--- config.mk ---
export PLATFORM = sky130hd
export DESIGN_NAME = gpio_axil_regs
export DESIGN_NICKNAME = d
export VERILOG_FILES = /design/src/rtl/gpio_axil_pkg.sv /design/src/rtl/gpio_axil_wr.sv /design/src/rtl/gpio_axil_rd.sv /design/src/rtl/gpio_regfile.sv /design/src/rtl/gpio_axil_regs.sv
export SDC_FILE = /design/constraint.sdc
export NUM_CORES = 1
export LEC_CHECK = 0
export ABC_AREA = 1
export BUFFER_PORTS_ARGS = -buffer_cell sky130_fd_sc_hd__buf_2
export CAP_MARGIN = 20
export CORE_MARGIN = 3
export CORE_UTILIZATION = 30
export DETAILED_ROUTE_END_ITERATION = 10
export MAX_ROUTING_LAYER = met4
export PLACE_DENSITY = 0.48
export RECOVER_POWER = 100
export SLEW_MARGIN = 20
export SYNTH_ARGS = -nofsm -noshare
export SYNTH_HDL_FRONTEND = slang
export SYNTH_SLANG_ARGS = --single-unit
export TNS_END_PERCENT = 100
--- constraint.sdc ---
create_clock -name clk -period 4.3 [get_ports clk]
set_clock_uncertainty 0.15 [all_clocks]
set_input_delay 0.43 -clock clk [delete_from_list [all_inputs] [get_ports clk]]
set_output_delay 0.43 -clock clk [all_outputs]
set_load 0.05 [all_outputs]
--- src/rtl/gpio_axil_pkg.sv ---
package gpio_axil_pkg;

    localparam int DATA_W = 32;
    localparam int STRB_W = DATA_W / 8;
    localparam int IDX_W  = 4;

    localparam logic [1:0] RESP_OKAY = 2'b00;

    // word index = byte offset / 4; these positions are software visible
    localparam logic [IDX_W-1:0] IDX_PIN_DIR     = 4'd0;
    localparam logic [IDX_W-1:0] IDX_PIN_LEVEL   = 4'd1;
    localparam logic [IDX_W-1:0] IDX_LEVEL_SET   = 4'd2;
    localparam logic [IDX_W-1:0] IDX_LEVEL_CLR   = 4'd3;
    localparam logic [IDX_W-1:0] IDX_PIN_SAMPLE  = 4'd4;
    localparam logic [IDX_W-1:0] IDX_INT_ENABLE  = 4'd5;
    localparam logic [IDX_W-1:0] IDX_INT_PENDING = 4'd6;
    localparam logic [IDX_W-1:0] IDX_INT_ACK     = 4'd7;
    localparam logic [IDX_W-1:0] IDX_TRIG_EDGE   = 4'd8;
    localparam logic [IDX_W-1:0] IDX_EDGE_SENSE  = 4'd9;
    localparam logic [IDX_W-1:0] IDX_LEVEL_SENSE = 4'd10;
    localparam logic [IDX_W-1:0] IDX_ID          = 4'd11;
    localparam logic [IDX_W-1:0] IDX_SPARE       = 4'd12;
    localparam logic [IDX_W-1:0] IDX_FILTER      = 4'd13;

    typedef enum logic [2:0] {
        WR_IDLE,
        WR_ADDR_HELD,
        WR_DATA_HELD,
        WR_COMMIT,
        WR_RESP
    } wr_state_e;

    typedef enum logic {
        RD_IDLE,
        RD_RESP
    } rd_state_e;

    function automatic logic [DATA_W-1:0] strobe_mask(input logic [STRB_W-1:0] s);
        logic [DATA_W-1:0] m;
        for (int b = 0; b < STRB_W; b++) begin
            m[b*8 +: 8] = {8{s[b]}};
        end
        return m;
    endfunction

endpackage

--- src/rtl/gpio_axil_wr.sv ---
module gpio_axil_wr
    import gpio_axil_pkg::*;
#(
    parameter int ADDR_W = 8
) (
    input  logic              clk,
    input  logic              rst_n,
    input  logic              s_awvalid,
    output logic              s_awready,
    input  logic [ADDR_W-1:0] s_awaddr,
    input  logic              s_wvalid,
    output logic              s_wready,
    input  logic [DATA_W-1:0] s_wdata,
    input  logic [STRB_W-1:0] s_wstrb,
    output logic              s_bvalid,
    input  logic              s_bready,
    output logic [1:0]        s_bresp,
    output logic              commit_o,
    output logic [ADDR_W-1:0] commit_addr_o,
    output logic [DATA_W-1:0] commit_data_o,
    output logic [STRB_W-1:0] commit_strb_o
);

    wr_state_e         state_q, state_d;
    logic [ADDR_W-1:0] addr_q;
    logic [DATA_W-1:0] data_q;
    logic [STRB_W-1:0] strb_q;

    // state register
    always_ff @(posedge clk) begin
        if (!rst_n) begin
            state_q <= WR_IDLE;
        end else begin
            state_q <= state_d;
        end
    end

    // next state
    always_comb begin
        state_d = state_q;
        unique case (state_q)
            WR_IDLE: begin
                if (s_awvalid && s_wvalid) state_d = WR_COMMIT;
                else if (s_awvalid)        state_d = WR_ADDR_HELD;
                else if (s_wvalid)         state_d = WR_DATA_HELD;
            end
            WR_ADDR_HELD: if (s_wvalid)  state_d = WR_COMMIT;
            WR_DATA_HELD: if (s_awvalid) state_d = WR_COMMIT;
            WR_COMMIT:                   state_d = WR_RESP;
            WR_RESP:      if (s_bready)  state_d = WR_IDLE;
            default:                     state_d = WR_IDLE;
        endcase
    end

    // outputs decoded from the state alone
    always_comb begin
        s_awready = (state_q == WR_IDLE) || (state_q == WR_DATA_HELD);
        s_wready  = (state_q == WR_IDLE) || (state_q == WR_ADDR_HELD);
        s_bvalid  = (state_q == WR_RESP);
        s_bresp   = RESP_OKAY;
        commit_o  = (state_q == WR_COMMIT);
    end

    // payload capture on each handshake
    always_ff @(posedge clk) begin
        if (!rst_n) begin
            addr_q <= '0;
            data_q <= '0;
            strb_q <= '0;
        end else begin
            if (s_awvalid && s_awready) addr_q <= s_awaddr;
            if (s_wvalid && s_wready) begin
                data_q <= s_wdata;
                strb_q <= s_wstrb;
            end
        end
    end

    assign commit_addr_o = addr_q;
    assign commit_data_o = data_q;
    assign commit_strb_o = strb_q;

endmodule

--- src/rtl/gpio_axil_rd.sv ---
module gpio_axil_rd
    import gpio_axil_pkg::*;
#(
    parameter int ADDR_W = 8
) (
    input  logic              clk,
    input  logic              rst_n,
    input  logic              s_arvalid,
    output logic              s_arready,
    input  logic [ADDR_W-1:0] s_araddr,
    output logic              s_rvalid,
    input  logic              s_rready,
    output logic [DATA_W-1:0] s_rdata,
    output logic [1:0]        s_rresp,
    output logic [ADDR_W-1:0] look_addr_o,
    input  logic [DATA_W-1:0] look_word_i
);

    rd_state_e         state_q, state_d;
    logic [DATA_W-1:0] data_q;

    always_ff @(posedge clk) begin
        if (!rst_n) begin
            state_q <= RD_IDLE;
        end else begin
            state_q <= state_d;
        end
    end

    always_comb begin
        state_d = state_q;
        unique case (state_q)
            RD_IDLE: if (s_arvalid) state_d = RD_RESP;
            RD_RESP: if (s_rready)  state_d = RD_IDLE;
            default:                state_d = RD_IDLE;
        endcase
    end

    always_comb begin
        s_arready = (state_q == RD_IDLE);
        s_rvalid  = (state_q == RD_RESP);
        s_rresp   = RESP_OKAY;
    end

    // the word is frozen at the address handshake so it stays stable
    always_ff @(posedge clk) begin
        if (!rst_n) begin
            data_q <= '0;
        end else if (s_arvalid && s_arready) begin
            data_q <= look_word_i;
        end
    end

    assign look_addr_o = s_araddr;
    assign s_rdata     = data_q;

endmodule

--- src/rtl/gpio_regfile.sv ---
module gpio_regfile
    import gpio_axil_pkg::*;
#(
    parameter int          N          = 32,
    parameter int          FILT_W     = 16,
    parameter int          ADDR_W     = 8,
    parameter logic [31:0] VERSION_ID = 32'h0001_0000
) (
    input  logic              clk,
    input  logic              rst_n,
    input  logic              we_i,
    input  logic [ADDR_W-1:0] waddr_i,
    input  logic [DATA_W-1:0] wdata_i,
    input  logic [STRB_W-1:0] wstrb_i,
    input  logic [ADDR_W-1:0] raddr_i,
    output logic [DATA_W-1:0] rword_o,
    input  logic [N-1:0]      pin_sample_i,
    input  logic [N-1:0]      int_pending_i,
    output logic [N-1:0]      pin_dir_o,
    output logic [N-1:0]      pin_level_o,
    output logic [N-1:0]      int_enable_o,
    output logic [N-1:0]      trig_edge_o,
    output logic [N-1:0]      edge_sense_o,
    output logic [N-1:0]      level_sense_o,
    output logic [FILT_W-1:0] filter_cycles_o,
    output logic [N-1:0]      int_ack_o
);

    logic [N-1:0]      dir_q, level_q, ien_q, trig_q, esense_q, lsense_q, ack_q;
    logic [DATA_W-1:0] spare_q;
    logic [FILT_W-1:0] filt_q;

    logic [DATA_W-1:0] bmask;
    logic [N-1:0]      wbits;
    logic              w_hit, r_hit;
    logic [IDX_W-1:0]  w_idx, r_idx;

    function automatic logic map_hit(input logic [ADDR_W-1:0] a);
        return ((a >> 6) == {ADDR_W{1'b0}}) && (a[5:2] <= IDX_FILTER);
    endfunction

    function automatic logic [DATA_W-1:0] widen_pin(input logic [N-1:0] x);
        logic [DATA_W-1:0] r;
        r = '0;
        r[N-1:0] = x;
        return r;
    endfunction

    function automatic logic [DATA_W-1:0] widen_filt(input logic [FILT_W-1:0] x);
        logic [DATA_W-1:0] r;
        r = '0;
        r[FILT_W-1:0] = x;
        return r;
    endfunction

    function automatic logic [DATA_W-1:0] merge(input logic [DATA_W-1:0] old,
                                                input logic [DATA_W-1:0] nu,
                                                input logic [DATA_W-1:0] m);
        return (old & ~m) | (nu & m);
    endfunction

    function automatic logic [N-1:0] to_pin(input logic [DATA_W-1:0] x);
        return x[N-1:0];
    endfunction

    assign bmask = strobe_mask(wstrb_i);
    assign wbits = to_pin(wdata_i & bmask);
    assign w_hit = map_hit(waddr_i);
    assign w_idx = waddr_i[5:2];
    assign r_hit = map_hit(raddr_i);
    assign r_idx = raddr_i[5:2];

    always_ff @(posedge clk) begin
        if (!rst_n) begin
            dir_q    <= '0;
            level_q  <= '0;
            ien_q    <= '0;
            trig_q   <= '0;
            esense_q <= '0;
            lsense_q <= '0;
            ack_q    <= '0;
            spare_q  <= '0;
            filt_q   <= '0;
        end else begin
            ack_q <= '0;
            if (we_i && w_hit) begin
                case (w_idx)
                    IDX_PIN_DIR:     dir_q    <= to_pin(merge(widen_pin(dir_q), wdata_i, bmask));
                    IDX_PIN_LEVEL:   level_q  <= to_pin(merge(widen_pin(level_q), wdata_i, bmask));
                    IDX_LEVEL_SET:   level_q  <= level_q | wbits;
                    IDX_LEVEL_CLR:   level_q  <= level_q & ~wbits;
                    IDX_INT_ENABLE:  ien_q    <= to_pin(merge(widen_pin(ien_q), wdata_i, bmask));
                    IDX_INT_ACK:     ack_q    <= wbits;
                    IDX_TRIG_EDGE:   trig_q   <= to_pin(merge(widen_pin(trig_q), wdata_i, bmask));
                    IDX_EDGE_SENSE:  esense_q <= to_pin(merge(widen_pin(esense_q), wdata_i, bmask));
                    IDX_LEVEL_SENSE: lsense_q <= to_pin(merge(widen_pin(lsense_q), wdata_i, bmask));
                    IDX_SPARE:       spare_q  <= merge(spare_q, wdata_i, bmask);
                    IDX_FILTER: begin
                        logic [DATA_W-1:0] f;
                        f = merge(widen_filt(filt_q), wdata_i, bmask);
                        filt_q <= f[FILT_W-1:0];
                    end
                    default: ;
                endcase
            end
        end
    end

    always_comb begin
        rword_o = '0;
        if (r_hit) begin
            case (r_idx)
                IDX_PIN_DIR:     rword_o = widen_pin(dir_q);
                IDX_PIN_LEVEL:   rword_o = widen_pin(level_q);
                IDX_PIN_SAMPLE:  rword_o = widen_pin(pin_sample_i);
                IDX_INT_ENABLE:  rword_o = widen_pin(ien_q);
                IDX_INT_PENDING: rword_o = widen_pin(int_pending_i);
                IDX_TRIG_EDGE:   rword_o = widen_pin(trig_q);
                IDX_EDGE_SENSE:  rword_o = widen_pin(esense_q);
                IDX_LEVEL_SENSE: rword_o = widen_pin(lsense_q);
                IDX_ID:          rword_o = VERSION_ID;
                IDX_SPARE:       rword_o = spare_q;
                IDX_FILTER:      rword_o = widen_filt(filt_q);
                default:         rword_o = '0;
            endcase
        end
    end

    assign pin_dir_o       = dir_q;
    assign pin_level_o     = level_q;
    assign int_enable_o    = ien_q;
    assign trig_edge_o     = trig_q;
    assign edge_sense_o    = esense_q;
    assign level_sense_o   = lsense_q;
    assign filter_cycles_o = filt_q;
    assign int_ack_o       = ack_q;

endmodule

--- src/rtl/gpio_axil_regs.sv ---
module gpio_axil_regs
    import gpio_axil_pkg::*;
#(
    parameter int          N          = 32,
    parameter int          FILT_W     = 16,
    parameter int          ADDR_W     = 8,
    parameter logic [31:0] VERSION_ID = 32'h0001_0000
) (
    input  logic              clk,
    input  logic              rst_n,
    input  logic              s_awvalid,
    output logic              s_awready,
    input  logic [ADDR_W-1:0] s_awaddr,
    input  logic              s_wvalid,
    output logic              s_wready,
    input  logic [31:0]       s_wdata,
    input  logic [3:0]        s_wstrb,
    output logic              s_bvalid,
    input  logic              s_bready,
    output logic [1:0]        s_bresp,
    input  logic              s_arvalid,
    output logic              s_arready,
    input  logic [ADDR_W-1:0] s_araddr,
    output logic              s_rvalid,
    input  logic              s_rready,
    output logic [31:0]       s_rdata,
    output logic [1:0]        s_rresp,
    input  logic [N-1:0]      pin_sample_i,
    input  logic [N-1:0]      int_pending_i,
    output logic [N-1:0]      pin_drive_o,
    output logic [N-1:0]      int_enable_o,
    output logic [N-1:0]      trig_edge_o,
    output logic [N-1:0]      edge_sense_o,
    output logic [N-1:0]      level_sense_o,
    output logic [FILT_W-1:0] filter_cycles_o,
    output logic [N-1:0]      int_ack_o
);

    logic              commit;
    logic [ADDR_W-1:0] commit_addr, look_addr;
    logic [DATA_W-1:0] commit_data, look_word;
    logic [STRB_W-1:0] commit_strb;
    logic [N-1:0]      pin_dir, pin_level;

    gpio_axil_wr #(.ADDR_W(ADDR_W)) u_wr (
        .clk           (clk),
        .rst_n         (rst_n),
        .s_awvalid     (s_awvalid),
        .s_awready     (s_awready),
        .s_awaddr      (s_awaddr),
        .s_wvalid      (s_wvalid),
        .s_wready      (s_wready),
        .s_wdata       (s_wdata),
        .s_wstrb       (s_wstrb),
        .s_bvalid      (s_bvalid),
        .s_bready      (s_bready),
        .s_bresp       (s_bresp),
        .commit_o      (commit),
        .commit_addr_o (commit_addr),
        .commit_data_o (commit_data),
        .commit_strb_o (commit_strb)
    );

    gpio_axil_rd #(.ADDR_W(ADDR_W)) u_rd (
        .clk         (clk),
        .rst_n       (rst_n),
        .s_arvalid   (s_arvalid),
        .s_arready   (s_arready),
        .s_araddr    (s_araddr),
        .s_rvalid    (s_rvalid),
        .s_rready    (s_rready),
        .s_rdata     (s_rdata),
        .s_rresp     (s_rresp),
        .look_addr_o (look_addr),
        .look_word_i (look_word)
    );

    gpio_regfile #(
        .N          (N),
        .FILT_W     (FILT_W),
        .ADDR_W     (ADDR_W),
        .VERSION_ID (VERSION_ID)
    ) u_regs (
        .clk             (clk),
        .rst_n           (rst_n),
        .we_i            (commit),
        .waddr_i         (commit_addr),
        .wdata_i         (commit_data),
        .wstrb_i         (commit_strb),
        .raddr_i         (look_addr),
        .rword_o         (look_word),
        .pin_sample_i    (pin_sample_i),
        .int_pending_i   (int_pending_i),
        .pin_dir_o       (pin_dir),
        .pin_level_o     (pin_level),
        .int_enable_o    (int_enable_o),
        .trig_edge_o     (trig_edge_o),
        .edge_sense_o    (edge_sense_o),
        .level_sense_o   (level_sense_o),
        .filter_cycles_o (filter_cycles_o),
        .int_ack_o       (int_ack_o)
    );

    // only pins marked as outputs drive their level
    assign pin_drive_o = pin_level & pin_dir;

endmodule

* After elaboration in Yosys (flattened, before gate mapping)
Cells that the tools add are included.
** Operators by class
- $add $sub $neg :: 0
- $mul :: 0
- Divide/modulo/power cells :: 0
- $lt $le $gt $ge :: 2
- Equal/unequal tests :: 28
- Shifts and indexed selects :: 0
- Multiplexer cells :: 13
- Bitwise operators :: 23
- Reduce and logical (&&, ||, !) cells :: 25
** Operators with widths (number)
- one-hot mux 32 bit (11 select lines) :: 1
- bitwise AND 32 bit :: 10
- OR 32 bit :: 8
- one-hot mux 32 bit (3 select lines) :: 1
- inverter 32 bit :: 2
- equality test 4 bit (second input constant) :: 11
- two-way mux 32 bit :: 1
- equality test 4 x 3 -> 1 bit (second input constant) :: 5
- two-way mux 3 bit :: 6
- bitwise AND 16 bit :: 1
- zero test 8 bit :: 2
- OR 16 bit :: 1
- AND reduction 2 bit :: 8
- one-hot mux 3 bit (5 select lines) :: 1
- equality test 4 x 1 -> 1 bit (second input constant) :: 2
- equality test 4 x 2 -> 1 bit (second input constant) :: 2
- less-or-equal comparator 4 bit (second input constant) :: 2
- zero test 4 bit :: 2
- logical AND 1 bit :: 7
- equality test 3 x 2 -> 1 bit (second input constant) :: 2
- inequality test 2 bit (second input constant) :: 2
- inequality test 4 x 3 -> 1 bit (second input constant) :: 1
- AND reduction 4 bit :: 1
- equality test 3 x 1 -> 1 bit (second input constant) :: 1
- 9 further kinds :: 11
** Storage, ports and cells
- Register bits :: 352
- Latch bits :: 0
- Bits in writable memories :: 0
- Memory bits (read-only) :: 0
- Input bits :: 123
- Output and inout port bits :: 249
- Memories :: 0

* Longest topological paths before layout
- Depth after elaboration :: 4
- Gate-level depth with buffers :: 10
- Gate-level depth less buffers :: 8

* Hierarchy
A second synthesis with hierarchy kept.
** Unflattened totals
- Cell total of the unflattened synthesis :: 2656
- Area, all modules :: 17374.2 um^2
** By module, submodules not included
- gpio_regfile :: instances 1, cells an instance 2129, area an instance 13425.4 um^2, sequential area each 5445.2 um^2
- gpio_axil_wr :: instances 1, cells an instance 238, area an instance 2182.1 um^2, sequential area each 940.9 um^2
- gpio_axil_rd :: instances 1, cells an instance 225, area an instance 1526.5 um^2, sequential area each 660.6 um^2
- gpio_axil_regs :: instances 1, cells an instance 64, area an instance 240.2 um^2, sequential area each 0.0 um^2

* Least setup slack after synthesis
Ideal clock, no wire load.
- Path kind :: reg2out
- Start point :: reg u_wr.state_q[0]
- End point :: out s_wready
- Data arrival time :: 2.077 ns
- Required time :: 3.720 ns
- Slack :: 1.643 ns
- Stages on the path, launching flop included :: 5
- Cells stage by stage :: dfxtp_1 > nor2_1 > nand2_1 > nand2_1 > clkbuf_1
** Between the ends
- Word-level cells in the longest chain between the ends :: 2
- Elaborated cells on any way between the ends :: 3
- Those cells by class :: eq/ne: 1; reduce/logical: 2
** Ends and longest elaborated chain
- start, declared :: line gpio_axil_wr.sv:24 : wr_state_e state_q, state_d;
- start signal, assigned :: line gpio_axil_wr.sv:34 : state_q <= state_d;
- equality test 3 x 1 -> 1 bit / zero test 3 bit (equally long branches) :: line gpio_axil_wr.sv:58 : s_wready = (state_q == WR_IDLE) || (state_q == WR_ADDR_HELD);
- logical OR 1 bit * :: line gpio_axil_wr.sv:58
- end, declared :: line gpio_axil_regs.sv:15 : output logic s_wready,
Every way passes the cells marked *; elsewhere a longest branch is shown, timed or not.

==> flow_summary_export.csv <==
group,metric,value,unit
floorplanning,rows,83,
power_and_ir_drop,p_comb_share,12.2,%
synth,avgSynthCellArea,6.726,sq um
power_and_ir_drop,switching_share,30.33,%
timing,fin_crit_sh,77.65,%
cells_and_area,areaGrowthSynthToFinish,23.63,%
timing,worst_slew_pin_slew,1621,ps
placed_design,dp_hpwl,45300,um
power_and_ir_drop,ir_drop,382.0,uV
timing,setup_viol,0,
cells_and_area,fin_nets,2750,
grt,grt_start_max_net_pins,109,
critical_path,crit_type,"input pin to flop",
routing,ant_nets,0,
clock_network,cts_resized,0,
power_and_ir_drop,pwr-share-clk,43.9,%
synth,ys_types,21,
synth,ys_warn_count,0,
routing,vias,16050,
grt,overflow,0,
critical_path,arrival,3550,ps
floorplanning,fp.dieW,234.3,um
timing,rsz0062_at_grt,"false",
placed_design,gp_congestion,0.8749,
routing,dr.pass1.iters,6,
floorplanning,fp.dieArea,54910,sq um
timing,hold_violations,0,
grt,grt_usage,22.64,%
clock_network,cts_made_buffers,42,
timing,tns,0,ps
timing,min_period,3339,ps
placed_design,io_buffers,363,
routing,vias_per_cell,4.798,
cells_and_area,finalNonFillerCells,3345,
grt,grt_first_pass_wirelength,91540,um
routing,wire_per_inst,18.97,um
clock_network,cts_tree,"yes",
routing,first_iter_violations,1134,
timing,slew_headroom,-8.063,%
timing,fmax,299.5,MHz
routing,drcViolationCount,0,
flow_run,cap_violations,2,
power_and_ir_drop,p_leak,7.635,nW
cells_and_area,multi_input_area,6918,sq um
floorplanning,initial_core_util,30.42,%
cells_and_area,drive_gt1_share,8.308,%
routing,wl,63450,um
clock_network,hold_buffers,36,
critical_path,endpoint_kind,"flop",
critical_path,cp-start-kind,"input pin",
clock_network,post-cts-setup-buffer-count,0,
clock_network,clockBufferDepth,3,
synth,synthCells,2325,
synth,synth-seq-area-share,44.80,%
grt,antenna_found_initial,6,
clock_network,clkTransAtPathRegs,60,ps
worst_hold_path,hold_class,"input pin to flop",
placed_design,dp_cells,3227,
power_and_ir_drop,p_seq_share,43.9,%
run_status,outcome,"finished, violations left",
run_status,violations,"capacitance limit, slew limit",
grt,grt_pass1_vias,14400,
floorplanning,ios,372,
power_and_ir_drop,p_switching,2.556,mW
floorplanning,die_y,234.3,um
clock_network,root_buffer,"clkbuf_16",
critical_path,crit_required,4510,ps
synth,ys_ff_latch,350,
floorplanning,core-area,51410,sq um
timing,finalMaxSlewViolations,67,
power_and_ir_drop,powerDensity,435.9,nW/um^2
critical_path,path_max_fanout,66,
cells_and_area,regArea,7007,sq um
power_and_ir_drop,p_int,5.872,mW
cells_and_area,n_fill_cell,5681,
synth,syn_area,15640,sq um
clock_network,h-tree-depth,2,
clock_network,clk_latency,570,ps
clock_network,cts.sinks,350,
==> final cells by class <==
class                           instances  area share (%)
Multi-Input combinational cell       1530           35.78
Timing Repair Buffer                  420           10.50
Clock inverter                         10          0.4271
Tap cell                              680           4.400
Inverter                              283           5.507
Sequential cell                       350           36.24
Antenna cell                            5         0.06471
Clock buffer                           67           7.080
==> logic make-up (layout without fill, tap and decap cells) <==
| logic type | Yosys count | count (layout) | synth area share [%] |
|---|---|---|---|
| buf+inv | 448 | 780 | 11.16 |
| flops | 350 | 350 | 44.80 |
| simple gates | 987 | 987 | 26.74 |
| compound gates | 539 | 539 | 17.27 |
| other cells | 1 | 9 | 0.02398 |
==> final timing paths <==
kind                                     start                             endpoint  slack [ps]  depth (start not counted)
hold reg to reg                           flop                                 flop         310                          2
setup / recovery                         rst_n                                 flop         960                          5
setup reg to reg  u_wr.state_q[0]$_SDFFE_PN0P_  u_regs.pin_level_o[14]$_SDFFE_PN0P_        1070                          9
hold / removal                     s_wdata[11]  u_wr.commit_data_o[11]$_SDFFE_PN0P_          50                          3
==> power groups by stage <==
stage | logic, mW | clock network (mW) | registers, mW
floorplan | 0.793 | 0 | 3.52
global placement | 0.986 | 0 | 3.76
detailed placement | 1.01 | 0 | 3.77
CTS | 1.03 | 3.80 | 3.70
global route | 1.14 | 3.93 | 3.72
finish | 1.02 | 3.70 | 3.70
==> worst max-delay path, cell delays in order <==
cell and delay, ps:
buf_4 280, inv_4 410, clkbuf_2 930, clkbuf_2 1310
a21oi_1 80
==> cells in the final DEF, fill, tap and decap left out, drive strengths merged, types with 4 or more instances in the layout <==
cell         netlist  final
inv              283    283
diode              0      5
nor2             217    217
buf               39    134
dfxtp            350    350
o21ai            218    218
clkbuf           126    317
nand2            427    427
dlygate4sd3        0     36
clkinv             0      6
conb               1      4
nand3            335    335
nor3               5      5
a21oi            319    319
==> cells in the mapped netlist <==
library cell | n | share of area, %
a211oi_1 | 1 | 0.048
a21oi_1 | 319 | 10
a31oi_1 | 1 | 0.040
buf_1 | 9 | 0.22
buf_2 | 21 | 0.67
buf_4 | 8 | 0.38
buf_6 | 1 | 0.072
clkbuf_1 | 126 | 3.0
conb_1 | 1 | 0.024
dfxtp_1 | 350 | 45
inv_1 | 283 | 6.8
nand2_1 | 427 | 10
nand3_1 | 329 | 11
nand3_2 | 6 | 0.38
nor2_1 | 216 | 5.2
nor2_2 | 1 | 0.040
nor3_1 | 4 | 0.13
nor3_4 | 1 | 0.10
o21ai_0 | 218 | 7.0
or2_2 | 2 | 0.080
or3_1 | 1 | 0.040
==> per-layer routing <==
| layer | global-route usage, % | vias to the layer above | part of all wire [%] |
|---|---|---|---|
| li1 | - | 8115 | - |
| met1 | 32.55 | 7304 | 48 |
| met2 | 32.01 | 523 | 42 |
| met3 | 4.118 | 106 | 7.1 |
| met4 | 7.015 | 0 | 3.1 |
| met5 | - | - | 0 |
==> through the flow <==
stage	hold slack [ps]	setup slack (ps)	area (sq um)	total power [mW]	util, %
3_3_place_gp	291.6	1392	17850	4.749	34.73
4_1_cts	10.29	1136	19670	8.533	38.26
5_1_grt	40.81	739.9	19330	8.796	37.61
3_5_place_dp	299.7	1353	17850	4.773	34.73
2_1_floorplan	279.2	1643	15650	4.313	-
6_report	47.73	961.0	19330	8.429	37.61
No activity file was read; power rests on OpenSTA's default activity.
